<file path="config.mk">
export PLATFORM = sky130hd
export DESIGN_NAME = midi_uart_port
export DESIGN_NICKNAME = d
export VERILOG_FILES = /design/src/rtl/midi_uart_pkg.sv /design/src/rtl/midi_tick_gen.sv /design/src/rtl/midi_rx.sv /design/src/rtl/midi_rx_fifo.sv /design/src/rtl/midi_tx.sv /design/src/rtl/midi_uart_port.sv
export SDC_FILE = /design/constraint.sdc
export NUM_CORES = 1
export LEC_CHECK = 0
export ABC_AREA = 1
export BUFFER_PORTS_ARGS = -buffer_cell sky130_fd_sc_hd__buf_2
export CAP_MARGIN = 40
export CORE_MARGIN = 1
export CORE_UTILIZATION = 40
export DETAILED_ROUTE_END_ITERATION = 10
export SYNTH_ARGS = -nofsm -noshare
export SYNTH_HDL_FRONTEND = slang
export SYNTH_SLANG_ARGS = --single-unit
</file>
<file path="constraint.sdc">
create_clock -name clk_i -period 2.5 [get_ports clk_i]
set_clock_uncertainty 0.2 [all_clocks]
set_input_delay 0.25 -clock clk_i [delete_from_list [all_inputs] [get_ports clk_i]]
set_output_delay 0.25 -clock clk_i [all_outputs]
set_load 0.1 [all_outputs]
</file>
<file path="src/rtl/midi_uart_pkg.sv">
package midi_uart_pkg;

    localparam int unsigned BYTE_W     = 8;
    localparam int unsigned FRAME_BITS = 10;   // start + 8 data + stop

    localparam logic [BYTE_W-1:0] CMD_PORT_RESET = 8'hFF;
    localparam logic [BYTE_W-1:0] ACK_BYTE       = 8'hFE;
    localparam logic [BYTE_W-1:0] EMPTY_READ     = 8'h00;

    typedef enum logic {
        PORT_DATA = 1'b0,
        PORT_CTRL = 1'b1
    } port_sel_e;

    typedef struct packed {
        logic       rx_empty;   // bit 7
        logic       tx_full;    // bit 6
        logic       overrun;    // bit 5
        logic [4:0] zero;       // bits 4..0
    } status_t;

    typedef struct packed {
        logic              valid;
        logic [BYTE_W-1:0] data;
    } byte_strobe_t;

    typedef enum logic [2:0] {
        RX_IDLE,
        RX_START,
        RX_DATA,
        RX_STOP,
        RX_HOLD
    } rx_state_e;

    function automatic int unsigned div_round(input int unsigned num, input int unsigned den);
        return (num + den / 2) / den;
    endfunction

endpackage

</file>
<file path="src/rtl/midi_tick_gen.sv">
module midi_tick_gen #(
    parameter int unsigned DIV = 100
) (
    input  logic clk_i,
    input  logic rst_i,
    input  logic clr_i,
    output logic tick_o
);
    localparam int unsigned CW = (DIV > 1) ? $clog2(DIV) : 1;
    localparam logic [CW-1:0] LAST = CW'(DIV - 1);

    logic [CW-1:0] cnt;

    always_ff @(posedge clk_i) begin
        if (rst_i || clr_i) begin
            cnt    <= '0;
            tick_o <= 1'b0;
        end else if (cnt == LAST) begin
            cnt    <= '0;
            tick_o <= 1'b1;
        end else begin
            cnt    <= cnt + 1'b1;
            tick_o <= 1'b0;
        end
    end

endmodule

</file>
<file path="src/rtl/midi_rx.sv">
module midi_rx
    import midi_uart_pkg::*;
#(
    parameter int unsigned OVERSAMPLE = 16
) (
    input  logic         clk_i,
    input  logic         rst_i,
    input  logic         clr_i,
    input  logic         tick_i,
    input  logic         rxd_i,
    output byte_strobe_t rx_o
);
    localparam int unsigned TW = $clog2(OVERSAMPLE);
    localparam logic [TW-1:0] MID_TICK  = TW'(OVERSAMPLE / 2 - 1);
    localparam logic [TW-1:0] LAST_TICK = TW'(OVERSAMPLE - 1);

    logic [1:0]        sync_q;
    logic              rxs;
    rx_state_e         state;
    logic [TW-1:0]     tcnt;
    logic [2:0]        bitn;
    logic [BYTE_W-1:0] shreg;

    assign rxs = sync_q[1];

    always_ff @(posedge clk_i) begin
        if (rst_i) begin
            sync_q <= 2'b11;
        end else begin
            sync_q <= {sync_q[0], rxd_i};
        end
    end

    always_ff @(posedge clk_i) begin
        if (rst_i || clr_i) begin
            state <= RX_IDLE;
            tcnt  <= '0;
            bitn  <= '0;
            shreg <= '0;
            rx_o  <= '0;
        end else begin
            rx_o.valid <= 1'b0;
            unique case (state)
                RX_IDLE: begin
                    if (!rxs) begin
                        state <= RX_START;
                        tcnt  <= '0;
                    end
                end
                RX_START: begin
                    if (tick_i) begin
                        if (tcnt == MID_TICK) begin
                            tcnt <= '0;
                            if (rxs) begin
                                state <= RX_IDLE;
                            end else begin
                                state <= RX_DATA;
                                bitn  <= '0;
                            end
                        end else begin
                            tcnt <= tcnt + 1'b1;
                        end
                    end
                end
                RX_DATA: begin
                    if (tick_i) begin
                        if (tcnt == LAST_TICK) begin
                            tcnt  <= '0;
                            shreg <= {rxs, shreg[BYTE_W-1:1]};
                            if (bitn == 3'd7) begin
                                state <= RX_STOP;
                            end else begin
                                bitn <= bitn + 1'b1;
                            end
                        end else begin
                            tcnt <= tcnt + 1'b1;
                        end
                    end
                end
                RX_STOP: begin
                    if (tick_i) begin
                        if (tcnt == LAST_TICK) begin
                            tcnt <= '0;
                            if (rxs) begin
                                rx_o.valid <= 1'b1;
                                rx_o.data  <= shreg;
                                state      <= RX_IDLE;
                            end else begin
                                state <= RX_HOLD;
                            end
                        end else begin
                            tcnt <= tcnt + 1'b1;
                        end
                    end
                end
                RX_HOLD: begin
                    if (rxs) begin
                        state <= RX_IDLE;
                    end
                end
                default: state <= RX_IDLE;
            endcase
        end
    end

endmodule

</file>
<file path="src/rtl/midi_rx_fifo.sv">
module midi_rx_fifo
    import midi_uart_pkg::*;
#(
    parameter int unsigned DEPTH = 128,
    localparam int unsigned AW   = (DEPTH > 1) ? $clog2(DEPTH) : 1,
    localparam int unsigned LW   = $clog2(DEPTH) + 1
) (
    input  logic              clk_i,
    input  logic              rst_i,
    input  logic              flush_i,
    input  logic              push_i,
    input  logic [BYTE_W-1:0] wdata_i,
    input  logic              pop_i,
    output logic [BYTE_W-1:0] head_o,
    output logic [LW-1:0]     level_o,
    output logic              full_o,
    output logic              empty_o
);
    logic [BYTE_W-1:0] mem [DEPTH];
    logic [AW-1:0]     wptr;
    logic [AW-1:0]     rptr;
    logic              do_push;
    logic              do_pop;

    function automatic logic [AW-1:0] step(input logic [AW-1:0] p);
        return (p == AW'(DEPTH - 1)) ? '0 : p + 1'b1;
    endfunction

    assign full_o  = (level_o == LW'(DEPTH));
    assign empty_o = (level_o == '0);
    assign do_push = push_i && !full_o;
    assign do_pop  = pop_i && !empty_o;
    assign head_o  = mem[rptr];

    always_ff @(posedge clk_i) begin
        if (rst_i) begin
            wptr    <= '0;
            rptr    <= '0;
            level_o <= '0;
        end else if (flush_i) begin
            rptr    <= '0;
            wptr    <= push_i ? step('0) : '0;
            level_o <= push_i ? LW'(1) : '0;
        end else begin
            if (do_push) begin
                wptr <= step(wptr);
            end
            if (do_pop) begin
                rptr <= step(rptr);
            end
            unique case ({do_push, do_pop})
                2'b10:   level_o <= level_o + 1'b1;
                2'b01:   level_o <= level_o - 1'b1;
                default: level_o <= level_o;
            endcase
        end
    end

    always_ff @(posedge clk_i) begin
        if (flush_i && push_i) begin
            mem[0] <= wdata_i;
        end else if (!flush_i && do_push) begin
            mem[wptr] <= wdata_i;
        end
    end

endmodule

</file>
<file path="src/rtl/midi_tx.sv">
module midi_tx
    import midi_uart_pkg::*;
#(
    parameter int unsigned BIT_CLKS = 1600
) (
    input  logic              clk_i,
    input  logic              rst_i,
    input  logic              clr_i,
    input  logic              load_i,
    input  logic [BYTE_W-1:0] data_i,
    output logic              txd_o,
    output logic              full_o
);
    localparam int unsigned CW = (BIT_CLKS > 1) ? $clog2(BIT_CLKS) : 1;
    localparam logic [CW-1:0] LAST_CLK = CW'(BIT_CLKS - 1);
    localparam logic [3:0]    LAST_BIT = 4'(FRAME_BITS - 1);

    logic              busy;
    logic [CW-1:0]     bcnt;
    logic [3:0]        sent;
    logic [BYTE_W:0]   shreg;
    logic [BYTE_W-1:0] hold_d;

    always_ff @(posedge clk_i) begin
        if (rst_i || clr_i) begin
            full_o <= 1'b0;
            busy   <= 1'b0;
            txd_o  <= 1'b1;
            bcnt   <= '0;
            sent   <= '0;
            shreg  <= '1;
            hold_d <= '0;
        end else begin
            if (load_i && !full_o) begin
                full_o <= 1'b1;
                hold_d <= data_i;
            end
            if (busy) begin
                if (bcnt == LAST_CLK) begin
                    bcnt <= '0;
                    if (sent == LAST_BIT) begin
                        busy <= 1'b0;
                    end else begin
                        txd_o <= shreg[0];
                        shreg <= {1'b1, shreg[BYTE_W:1]};
                        sent  <= sent + 1'b1;
                    end
                end else begin
                    bcnt <= bcnt + 1'b1;
                end
            end else if (full_o) begin
                busy   <= 1'b1;
                full_o <= 1'b0;
                txd_o  <= 1'b0;
                shreg  <= {1'b1, hold_d};
                bcnt   <= '0;
                sent   <= '0;
            end
        end
    end

endmodule

</file>
<file path="src/rtl/midi_uart_port.sv">
module midi_uart_port
    import midi_uart_pkg::*;
#(
    parameter int unsigned CLK_HZ     = 50_000_000,
    parameter int unsigned BIT_RATE   = 31_250,
    parameter int unsigned OVERSAMPLE = 16,
    parameter int unsigned FIFO_DEPTH = 128
) (
    input  logic              clk_i,
    input  logic              rst_i,
    input  logic              host_sel_i,
    input  logic              host_rd_i,
    input  logic              host_wr_i,
    input  logic [BYTE_W-1:0] host_wdata_i,
    output logic [BYTE_W-1:0] host_rdata_o,
    input  logic              rxd_i,
    output logic              txd_o
);
    localparam int unsigned TICK_DIV = div_round(CLK_HZ, BIT_RATE * OVERSAMPLE);
    localparam int unsigned BIT_CLKS = TICK_DIV * OVERSAMPLE;
    localparam int unsigned LVL_W    = $clog2(FIFO_DEPTH) + 1;

    port_sel_e         sel;
    logic              cmd_reset;
    logic              data_wr;
    logic              data_rd;
    logic              tick;
    byte_strobe_t      rx_byte;
    logic              fifo_push;
    logic [BYTE_W-1:0] fifo_wdata;
    logic [BYTE_W-1:0] fifo_head;
    logic [LVL_W-1:0]  fifo_level;
    logic              fifo_full;
    logic              fifo_empty;
    logic              tx_full;
    logic              overrun_q;
    status_t           status;

    assign sel       = port_sel_e'(host_sel_i);
    assign cmd_reset = host_wr_i && (sel == PORT_CTRL) && (host_wdata_i == CMD_PORT_RESET);
    assign data_wr   = host_wr_i && (sel == PORT_DATA);
    assign data_rd   = host_rd_i && (sel == PORT_DATA);

    midi_tick_gen #(
        .DIV    (TICK_DIV)
    ) u_tick (
        .clk_i  (clk_i),
        .rst_i  (rst_i),
        .clr_i  (cmd_reset),
        .tick_o (tick)
    );

    midi_rx #(
        .OVERSAMPLE (OVERSAMPLE)
    ) u_rx (
        .clk_i  (clk_i),
        .rst_i  (rst_i),
        .clr_i  (cmd_reset),
        .tick_i (tick),
        .rxd_i  (rxd_i),
        .rx_o   (rx_byte)
    );

    assign fifo_push  = cmd_reset || rx_byte.valid;
    assign fifo_wdata = cmd_reset ? ACK_BYTE : rx_byte.data;

    midi_rx_fifo #(
        .DEPTH   (FIFO_DEPTH)
    ) u_fifo (
        .clk_i   (clk_i),
        .rst_i   (rst_i),
        .flush_i (cmd_reset),
        .push_i  (fifo_push),
        .wdata_i (fifo_wdata),
        .pop_i   (data_rd),
        .head_o  (fifo_head),
        .level_o (fifo_level),
        .full_o  (fifo_full),
        .empty_o (fifo_empty)
    );

    midi_tx #(
        .BIT_CLKS (BIT_CLKS)
    ) u_tx (
        .clk_i  (clk_i),
        .rst_i  (rst_i),
        .clr_i  (cmd_reset),
        .load_i (data_wr),
        .data_i (host_wdata_i),
        .txd_o  (txd_o),
        .full_o (tx_full)
    );

    always_ff @(posedge clk_i) begin
        if (rst_i || cmd_reset) begin
            overrun_q <= 1'b0;
        end else if (rx_byte.valid && fifo_full) begin
            overrun_q <= 1'b1;
        end
    end

    always_comb begin
        status.rx_empty = fifo_empty;
        status.tx_full  = tx_full;
        status.overrun  = overrun_q;
        status.zero     = '0;
    end

    always_comb begin
        if (sel == PORT_CTRL) begin
            host_rdata_o = status;
        end else if (fifo_empty) begin
            host_rdata_o = EMPTY_READ;
        end else begin
            host_rdata_o = fifo_head;
        end
    end

endmodule

</file>
==> run_summary.xml, run 1 <==
<?xml version="1.0" encoding="UTF-8"?>
<metrics>
  <group name="final_layout">
    <metric name="register_area" unit="mm2">0.0328</metric>
    <metric name="area_growth_from_synthesis_to_final_layout" unit="%">24.4</metric>
    <metric name="multi_input_comb_area" unit="mm2">0.0125</metric>
    <metric name="numnets_final" unit="">4302</metric>
    <metric name="num-fill-cells" unit="">9750</metric>
    <metric name="drive_above_1_share" unit="%">21.6</metric>
    <metric name="num_antenna_cells" unit="">0</metric>
  </group>
  <group name="yosys">
    <metric name="ys_warn_count" unit="">0</metric>
    <metric name="synth.avg_cell_area" unit="um2">11.9</metric>
    <metric name="synth.ff_latch_count" unit="">1125</metric>
    <metric name="ys_async_sr_fraction" unit="%">0</metric>
    <metric name="synth.area.top_cells" unit="">sky130_fd_sc_hd__edfxtp_1, sky130_fd_sc_hd__o21ai_0, sky130_fd_sc_hd__nor2_1</metric>
    <metric name="mappedNetlistArea" unit="mm2">0.0458</metric>
    <metric name="yosys.area.top_type_share" unit="%">67.1</metric>
    <metric name="post-synth-top-count-cell" unit="">sky130_fd_sc_hd__edfxtp_1</metric>
    <metric name="synth_sequential_area_ratio" unit="%">71.6</metric>
    <metric name="synthDistinctLibCells" unit="">54</metric>
    <metric name="synthesis.instances" unit="">3851</metric>
    <metric name="synth-main-ff-cell" unit="">sky130_fd_sc_hd__edfxtp_1</metric>
    <metric name="syn_nets" unit="">3878</metric>
    <metric name="ys_top_cells_by_count" unit="">sky130_fd_sc_hd__edfxtp_1, sky130_fd_sc_hd__nor2_1, sky130_fd_sc_hd__o21ai_0</metric>
    <metric name="synth_area_leader_cell" unit="">sky130_fd_sc_hd__edfxtp_1</metric>
    <metric name="synth-edff-count" unit="">1024</metric>
  </group>
  <group name="timing">
    <metric name="pin_slew_with_the_least_headroom_to_its_limit" unit="ns">0.718</metric>
    <metric name="final-max-slew-violation-count" unit="">0</metric>
    <metric name="final.setup.worst_slack" unit="ns">-1.13</metric>
    <metric name="final.period_utilization" unit="%">145</metric>
    <metric name="setup-tns-final" unit="ns">-8.71</metric>
    <metric name="grt_setup_unrepaired" unit="">yes</metric>
    <metric name="timing.max_slew.rel_slack" unit="%">52.0</metric>
    <metric name="fmaxAchievable" unit="MHz">276</metric>
    <metric name="final-setup-viol-count" unit="">8</metric>
    <metric name="finalHoldViolCount" unit="">0</metric>
    <metric name="finalCriticalPeriod" unit="ns">3.63</metric>
  </group>
  <group name="drt">
    <metric name="detail_route.wl_per_cell" unit="um">21.8</metric>
    <metric name="vias" unit="">32100</metric>
    <metric name="wl" unit="mm">128</metric>
    <metric name="detail_route.first_pass.iterations" unit="">6</metric>
    <metric name="vias_per_cell" unit="">5.47</metric>
    <metric name="detail-route-antenna-nets" unit="">0</metric>
    <metric name="detail_route.iter0.violations" unit="">3404</metric>
    <metric name="route.detailed.drc" unit="">0</metric>
  </group>
  <group name="setup_path">
    <metric name="cp.required" unit="ns">2.05</metric>
    <metric name="critical_path.endpoint_type" unit="">output pin</metric>
    <metric name="worst-endpoint-arrival" unit="ns">3.18</metric>
    <metric name="worstSetupPathType" unit="">register to output pin</metric>
    <metric name="timing.critical_path.slowest_stage_cell" unit="">sky130_fd_sc_hd__dfxtp_4</metric>
    <metric name="critical_path.startpoint_type" unit="">register</metric>
    <metric name="cp_max_fo" unit="">10</metric>
    <metric name="timing.critical_path.slowest_cell_delay" unit="ns">0.40</metric>
    <metric name="timing.critical_path.cells" unit="">buf_12 &gt; clkinv_16 &gt; buf_12 &gt; buf_4 &gt; o21ai_0 &gt; o22ai_2 &gt; buf_4 &gt; o21ai_0 &gt; o211ai_1 &gt; nand3_2 &gt; a31oi_4 &gt; buf_12</metric>
    <metric name="cpMostUsedCell" unit="">sky130_fd_sc_hd__buf_12</metric>
    <metric name="rr_startpoint" unit="">u_fifo.level_o[7]</metric>
  </group>
  <group name="job">
    <metric name="timing.max_cap.violations" unit="">0</metric>
  </group>
  <group name="floorplan">
    <metric name="num_rows" unit="">123</metric>
    <metric name="dieWidth" unit="um">340</metric>
    <metric name="initial_core_util" unit="%">40.5</metric>
    <metric name="num_io_pins" unit="">23</metric>
    <metric name="die_boundary_height" unit="um">340</metric>
    <metric name="core" unit="mm2">0.113</metric>
    <metric name="die_area" unit="mm2">0.116</metric>
  </group>
  <group name="global_route">
    <metric name="groute.usage.overall" unit="%">21.7</metric>
    <metric name="antenna_found_initial" unit="">1</metric>
    <metric name="largest_net_degree_at_the_start_of_global_routing" unit="">129</metric>
    <metric name="first_global_vias" unit="">31000</metric>
    <metric name="grt.overflow.total" unit="">0</metric>
    <metric name="grt_pass1_wl" unit="mm">192</metric>
  </group>
  <group name="cts">
    <metric name="clkLatencyLatePin" unit="ns">0.70</metric>
    <metric name="cts.htree.levels" unit="">3</metric>
    <metric name="cts_made_buffers" unit="">111</metric>
    <metric name="clock_path_buffers" unit="">3</metric>
    <metric name="cts_num_sinks" unit="">1125</metric>
    <metric name="path_clk_slew" unit="ns">0.06</metric>
    <metric name="cts_root_buf" unit="">sky130_fd_sc_hd__clkbuf_16</metric>
    <metric name="clock_tree_from_tritoncts" unit="">done</metric>
  </group>
  <group name="pwr">
    <metric name="tot_pwr" unit="uW">36600</metric>
    <metric name="powerDensity" unit="mW/mm2">643</metric>
    <metric name="irDropWorstVdd" unit="mV">0.595</metric>
    <metric name="power.leakage" unit="uW">0.0182</metric>
  </group>
  <group name="outcome">
    <metric name="failed_checks" unit="">setup timing</metric>
    <metric name="status" unit="">complete, but fails checks</metric>
  </group>
  <group name="place">
    <metric name="place.gp.congestion" unit="">0.846</metric>
    <metric name="numPortBuffers" unit="">22</metric>
    <metric name="place.detailed.hpwl" unit="mm">77.3</metric>
  </group>
  <group name="min_path">
    <metric name="worst_hold_path_type" unit="">input port to register</metric>
    <metric name="holdCritStartpoint" unit="">host_sel_i</metric>
  </group>
</metrics>
## sequential cells by signal (all words and copies together), names as in the netlist, 4 cells and up, named ones only
signal	count
u_rx.tcnt	4
u_tx.hold_d	8
u_tx.shreg	8
u_tx.bcnt	11
u_tick.cnt	7
u_fifo.wptr	7
u_fifo.mem	1024
u_rx.shreg	8
u_fifo.rptr	7
u_tx.sent	4
u_fifo.level_o	8
u_rx.rx_o	9
## final cells by class
| cell class | count | area share (%) |
|---|---|---|
| Sequential cell | 1125 | 57.6 |
| Multi-Input combinational cell | 2399 | 21.9 |
| Timing Repair Buffer | 548 | 10.4 |
| Clock buffer | 136 | 5.23 |
| Tap cell | 1500 | 3.29 |
| Clock inverter | 73 | 0.815 |
| Inverter | 84 | 0.663 |
| Timing Repair inverter | 6 | 0.145 |
## cell usage in the layout (no fill, tap or decap), types with 29 or more instances in the layout
master and count:
sky130_fd_sc_hd__nand2_2 39, sky130_fd_sc_hd__o211ai_1 29, sky130_fd_sc_hd__clkinv_1 38, sky130_fd_sc_hd__nand3_2 35, sky130_fd_sc_hd__clkbuf_16 118, sky130_fd_sc_hd__o21ai_1 67
sky130_fd_sc_hd__inv_1 65, sky130_fd_sc_hd__o21ai_0 510, sky130_fd_sc_hd__buf_12 96, sky130_fd_sc_hd__a21oi_1 62, sky130_fd_sc_hd__nand2_1 345, sky130_fd_sc_hd__edfxtp_1 1024
sky130_fd_sc_hd__nor2_1 725, sky130_fd_sc_hd__buf_4 364, sky130_fd_sc_hd__dfxtp_1 94, sky130_fd_sc_hd__nand3_1 115, sky130_fd_sc_hd__o22ai_1 232
## where the power goes
part | leakage (uW) | switching [uW] | internal, uW | total, uW
clock network | 0.00167 | 7050 | 8840 | 15900
registers | 0.00875 | 40.6 | 20300 | 20300
logic | 0.00781 | 268 | 166 | 434
## routing by layer
layer,part of all wire [%],track usage (%),up-vias
met5,0.012,0,-
met4,2.7,7.17,2
met3,7.5,3.87,209
met2,47,34.7,1217
met1,43,30.0,15800
li1,-,-,14900
## through the flow
step	utilization [%]	hold slack, ns	instance area, um2	cells	worst slack [ns]
global route	50.4	0.129	57000	5871	-1.25
floorplan	-	0.154	45900	3851	-0.0521
global placement	45.2	0.194	51000	5573	-0.761
detailed placement	45.2	0.205	51000	5573	-0.730
CTS	49.8	0.0301	56200	5853	-1.10
finish	50.4	0.0892	57000	5871	-1.13
## worst max-delay path: cells and delay by family (launching register included)
kind,cells,cell delay [ns]
AND/OR/NAND/NOR,1,0.17
flip-flops,1,0.40
buffers and inverters,6,1.07
AO/OA/AOI/OAI,5,0.82
## repair_timing
item	CTS	global route
pin swaps	68	74
cloned	17	4
hold buffers	21	0
endpoints found under the setup margin	190	444
gates resized for setup	175	170
buffers inserted	33	14
endpoints found under the hold margin	23	0
## cells by family after synthesis
family / Yosys count / synth area share [%]
AND/OR/NAND/NOR: 1387 / 12.6
AO/OA/AOI/OAI: 993 / 11.9
buffers and inverters: 327 / 3.45
XOR/XNOR: 6 / 0.115
flip-flops: 1125 / 71.6
adder cells (fa/ha/maj): 13 / 0.355
## final timing paths
path | slack [ns] | cells past startpoint | to
setup reg to reg | 0.10 | 13 | u_fifo.mem[18][2]
setup / recovery | -1.13 | 12 | host_rdata_o[1]
hold / removal | 0.09 | 6 | u_fifo.level_o[1]
hold reg to reg | 0.21 | 1 | u_rx.sync_q[1]
No activity file was read; power rests on OpenSTA's default activity.
==> run 2: changes to the inputs <==
==> constraint.sdc (replaced) <==
create_clock -name clk_i -period 3.05 [get_ports clk_i]
set_clock_uncertainty 0.2 [all_clocks]
set_input_delay 0.305 -clock clk_i [delete_from_list [all_inputs] [get_ports clk_i]]
set_output_delay 0.305 -clock clk_i [all_outputs]
set_load 0.1 [all_outputs]
==> run 2 against run 1 <==
Against the previous run: sequential share of layout area up 0.75 points; cell count down 1.4%; the run still ends with setup timing left; non-clock buffer count shrank 78; setup slack improved by 0.47 ns; register-to-register slack better by 0.33 ns.
==> run_summary.xml, run 2 (synthesis gave the netlist of run 1 again) <==
<?xml version="1.0" encoding="UTF-8"?>
<metrics>
  <group name="final_layout">
    <metric name="mostFrequentLayoutCell" unit="">sky130_fd_sc_hd__edfxtp_1</metric>
    <metric name="numnets_final" unit="">4222</metric>
    <metric name="drive_above_1_share" unit="%">18.5</metric>
    <metric name="multi_input_comb_area" unit="mm2">0.0121</metric>
    <metric name="largest_register" unit="">u_fifo.mem</metric>
    <metric name="reg.largest.list" unit="">u_fifo.mem x1024, u_tx.bcnt x11, u_rx.rx_o x9</metric>
    <metric name="utilization" unit="%">49.8</metric>
    <metric name="max_reg_flops" unit="">1024</metric>
    <metric name="area_growth_from_synthesis_to_final_layout" unit="%">22.8</metric>
    <metric name="most-common-layout-cells" unit="">sky130_fd_sc_hd__edfxtp_1, sky130_fd_sc_hd__nor2_1, sky130_fd_sc_hd__o21ai_0, sky130_fd_sc_hd__nand2_1, sky130_fd_sc_hd__buf_4</metric>
    <metric name="register_area" unit="mm2">0.0328</metric>
    <metric name="num-fill-cells" unit="">9806</metric>
  </group>
  <group name="timing">
    <metric name="pin_slew_with_the_least_headroom_to_its_limit" unit="ns">0.926</metric>
    <metric name="finalHoldViolCount" unit="">0</metric>
    <metric name="final-setup-viol-count" unit="">8</metric>
    <metric name="grt_setup_unrepaired" unit="">yes</metric>
    <metric name="finalCriticalPeriod" unit="ns">3.71</metric>
    <metric name="final.setup.worst_slack" unit="ns">-0.656</metric>
    <metric name="setup-tns-final" unit="ns">-4.98</metric>
    <metric name="final.period_utilization" unit="%">122</metric>
    <metric name="final-max-slew-violation-count" unit="">0</metric>
    <metric name="fmaxAchievable" unit="MHz">270</metric>
    <metric name="timing.max_slew.rel_slack" unit="%">38.2</metric>
  </group>
  <group name="drt">
    <metric name="detail_route.wl_per_cell" unit="um">22.4</metric>
    <metric name="detail_route.first_pass.iterations" unit="">6</metric>
    <metric name="vias_per_cell" unit="">5.56</metric>
    <metric name="detail-route-antenna-nets" unit="">0</metric>
    <metric name="vias" unit="">32200</metric>
    <metric name="wl" unit="mm">130</metric>
    <metric name="route.detailed.drc" unit="">0</metric>
    <metric name="detail_route.iter0.violations" unit="">3275</metric>
  </group>
  <group name="setup_path">
    <metric name="timing.critical_path.cells" unit="">buf_12 &gt; buf_12 &gt; buf_4 &gt; buf_4 &gt; o21ai_2 &gt; o22ai_2 &gt; o21bai_1 &gt; o211ai_1 &gt; nand3_2 &gt; nand2_4 &gt; nor2_4 &gt; nor2_2 &gt; buf_6 &gt; buf_12</metric>
    <metric name="worst_r2r_endpoint" unit="">u_fifo.mem[29][2]</metric>
    <metric name="cp.depth" unit="">14</metric>
    <metric name="timing.critical_path.slowest_stage_cell" unit="">sky130_fd_sc_hd__dfxtp_4</metric>
    <metric name="timing.critical_path.slowest_cell_delay" unit="ns">0.49</metric>
    <metric name="rr_startpoint" unit="">u_fifo.level_o[2]</metric>
    <metric name="crit_family" unit="">buffers and inverters</metric>
    <metric name="register_to_register_setup_slack" unit="ns">0.43</metric>
    <metric name="cp.buffers_inverters" unit="">6</metric>
    <metric name="worst-endpoint-arrival" unit="ns">3.20</metric>
    <metric name="cp.required" unit="ns">2.54</metric>
    <metric name="worstSetupPathType" unit="">register to output pin</metric>
    <metric name="critical_path.endpoint_type" unit="">output pin</metric>
    <metric name="worstRegToRegCells" unit="">11</metric>
    <metric name="critical_path.startpoint_type" unit="">register</metric>
    <metric name="cp_max_fo" unit="">8</metric>
    <metric name="cpMostUsedCell" unit="">sky130_fd_sc_hd__buf_12</metric>
  </group>
  <group name="pwr">
    <metric name="powerDensity" unit="mW/mm2">549</metric>
    <metric name="power.sequential.fraction" unit="%">53.9</metric>
    <metric name="psw" unit="uW">6130</metric>
    <metric name="switching_share" unit="%">19.9</metric>
    <metric name="share_comb_of_total_power" unit="%">1.1</metric>
    <metric name="clock_power_share" unit="%">45.0</metric>
    <metric name="intPower" unit="uW">24700</metric>
    <metric name="power.leakage" unit="uW">0.0179</metric>
    <metric name="irDropWorstVdd" unit="mV">0.402</metric>
  </group>
  <group name="cts">
    <metric name="clock_tree_from_tritoncts" unit="">done</metric>
    <metric name="path_clk_slew" unit="ns">0.06</metric>
    <metric name="cts_made_buffers" unit="">112</metric>
    <metric name="clock_path_buffers" unit="">3</metric>
    <metric name="cts_num_sinks" unit="">1125</metric>
    <metric name="cts_root_buf" unit="">sky130_fd_sc_hd__clkbuf_16</metric>
    <metric name="clkLatencyLatePin" unit="ns">0.70</metric>
    <metric name="cts.htree.levels" unit="">3</metric>
  </group>
  <group name="min_path">
    <metric name="min_path_cells" unit="">5</metric>
    <metric name="worst_hold_path_type" unit="">input port to register</metric>
    <metric name="holdCritStartpoint" unit="">host_sel_i</metric>
    <metric name="hold_end" unit="">u_fifo.level_o[0]</metric>
  </group>
  <group name="floorplan">
    <metric name="num_io_pins" unit="">23</metric>
    <metric name="die_boundary_height" unit="um">340</metric>
    <metric name="dieWidth" unit="um">340</metric>
    <metric name="core" unit="mm2">0.113</metric>
    <metric name="die_area" unit="mm2">0.116</metric>
    <metric name="num_rows" unit="">123</metric>
    <metric name="initial_core_util" unit="%">40.5</metric>
  </group>
  <group name="global_route">
    <metric name="groute.usage.overall" unit="%">21.8</metric>
    <metric name="first_global_vias" unit="">30500</metric>
    <metric name="grt_pass1_wl" unit="mm">191</metric>
    <metric name="grt.overflow.total" unit="">0</metric>
    <metric name="largest_net_degree_at_the_start_of_global_routing" unit="">85</metric>
    <metric name="antenna_found_initial" unit="">4</metric>
  </group>
  <group name="outcome">
    <metric name="status" unit="">complete, but fails checks</metric>
    <metric name="failed_checks" unit="">setup timing</metric>
  </group>
  <group name="job">
    <metric name="timing.max_cap.violations" unit="">0</metric>
  </group>
  <group name="place">
    <metric name="place.gp.congestion" unit="">0.869</metric>
    <metric name="place.detailed.hpwl" unit="mm">75.7</metric>
    <metric name="numPortBuffers" unit="">22</metric>
  </group>
</metrics>
run 2: repair_timing:
item,CTS,global route
buffers inserted,23,32
hold buffers,21,0
gates resized for setup,145,99
pin swaps,40,73
hold endpoints to repair,24,0
gates cloned,25,6
endpoints found under the setup margin,8,8
run 2: cell type report:
class	count	area share [%]
Sequential cell	1125	58.3
Multi-Input combinational cell	2399	21.5
Timing Repair Buffer	470	9.55
Clock buffer	153	5.49
Tap cell	1500	3.34
Clock inverter	54	1.05
Inverter	84	0.648
Timing Repair inverter	3	0.102
Antenna cell	1	0.00445
run 2: per-stage QoR:
stage               instance area (um2)  setup slack (ns)  hold slack (ns)  std cells  power [uW]
floorplan                         45800            0.0951            0.189       3851       17200
global route                      56200            -0.826            0.137       5789       31700
global placement                  50100            -0.138            0.231       5477       17200
finish                            56200            -0.656           0.0916       5789       30900
detailed placement                50100            -0.149            0.240       5477       17300
CTS                               55600            -0.643           0.0660       5753       31000
run 2: worst register-to-register path, delay by kind of cell, from the launching register on:
family / cells / cell delay, ns
buffers and inverters: 3 / 0.45
DFF: 1 / 0.41
and+or+nand+nor: 8 / 1.27
run 2: routing by layer:
| layer | track usage [%] | wire, um | vias up |
|---|---|---|---|
| li1 | - | - | 14700 |
| met1 | 29.8 | 55000 | 16000 |
| met2 | 34.2 | 59900 | 1297 |
| met3 | 5.01 | 11000 | 225 |
| met4 | 7.26 | 3700 | 2 |
| met5 | 0 | 19 | - |
run 2: power groups by stage:
| stage | Combinational [uW] | Clock, uW | Sequential [uW] |
|---|---|---|---|
| after floorplan | 215 | 0 | 17000 |
| after global placement | 289 | 0 | 17000 |
| after detailed placement | 295 | 0 | 17000 |
| after CTS | 321 | 14100 | 16600 |
| after global routing | 370 | 14700 | 16600 |
| final | 326 | 13900 | 16600 |
run 2: worst max path at each step:
| stage | to | start | slack [ns] |
|---|---|---|---|
| 2_1_floorplan | host_rdata_o[4] | register | 0.1 |
| 3_3_place_gp | host_rdata_o[5] | register | -0.14 |
| 3_5_place_dp | host_rdata_o[5] | register | -0.15 |
| 4_1_cts | host_rdata_o[3] | register | -0.64 |
| 5_1_grt | host_rdata_o[3] | register | -0.83 |
| 6_report | host_rdata_o[2] | register | -0.66 |
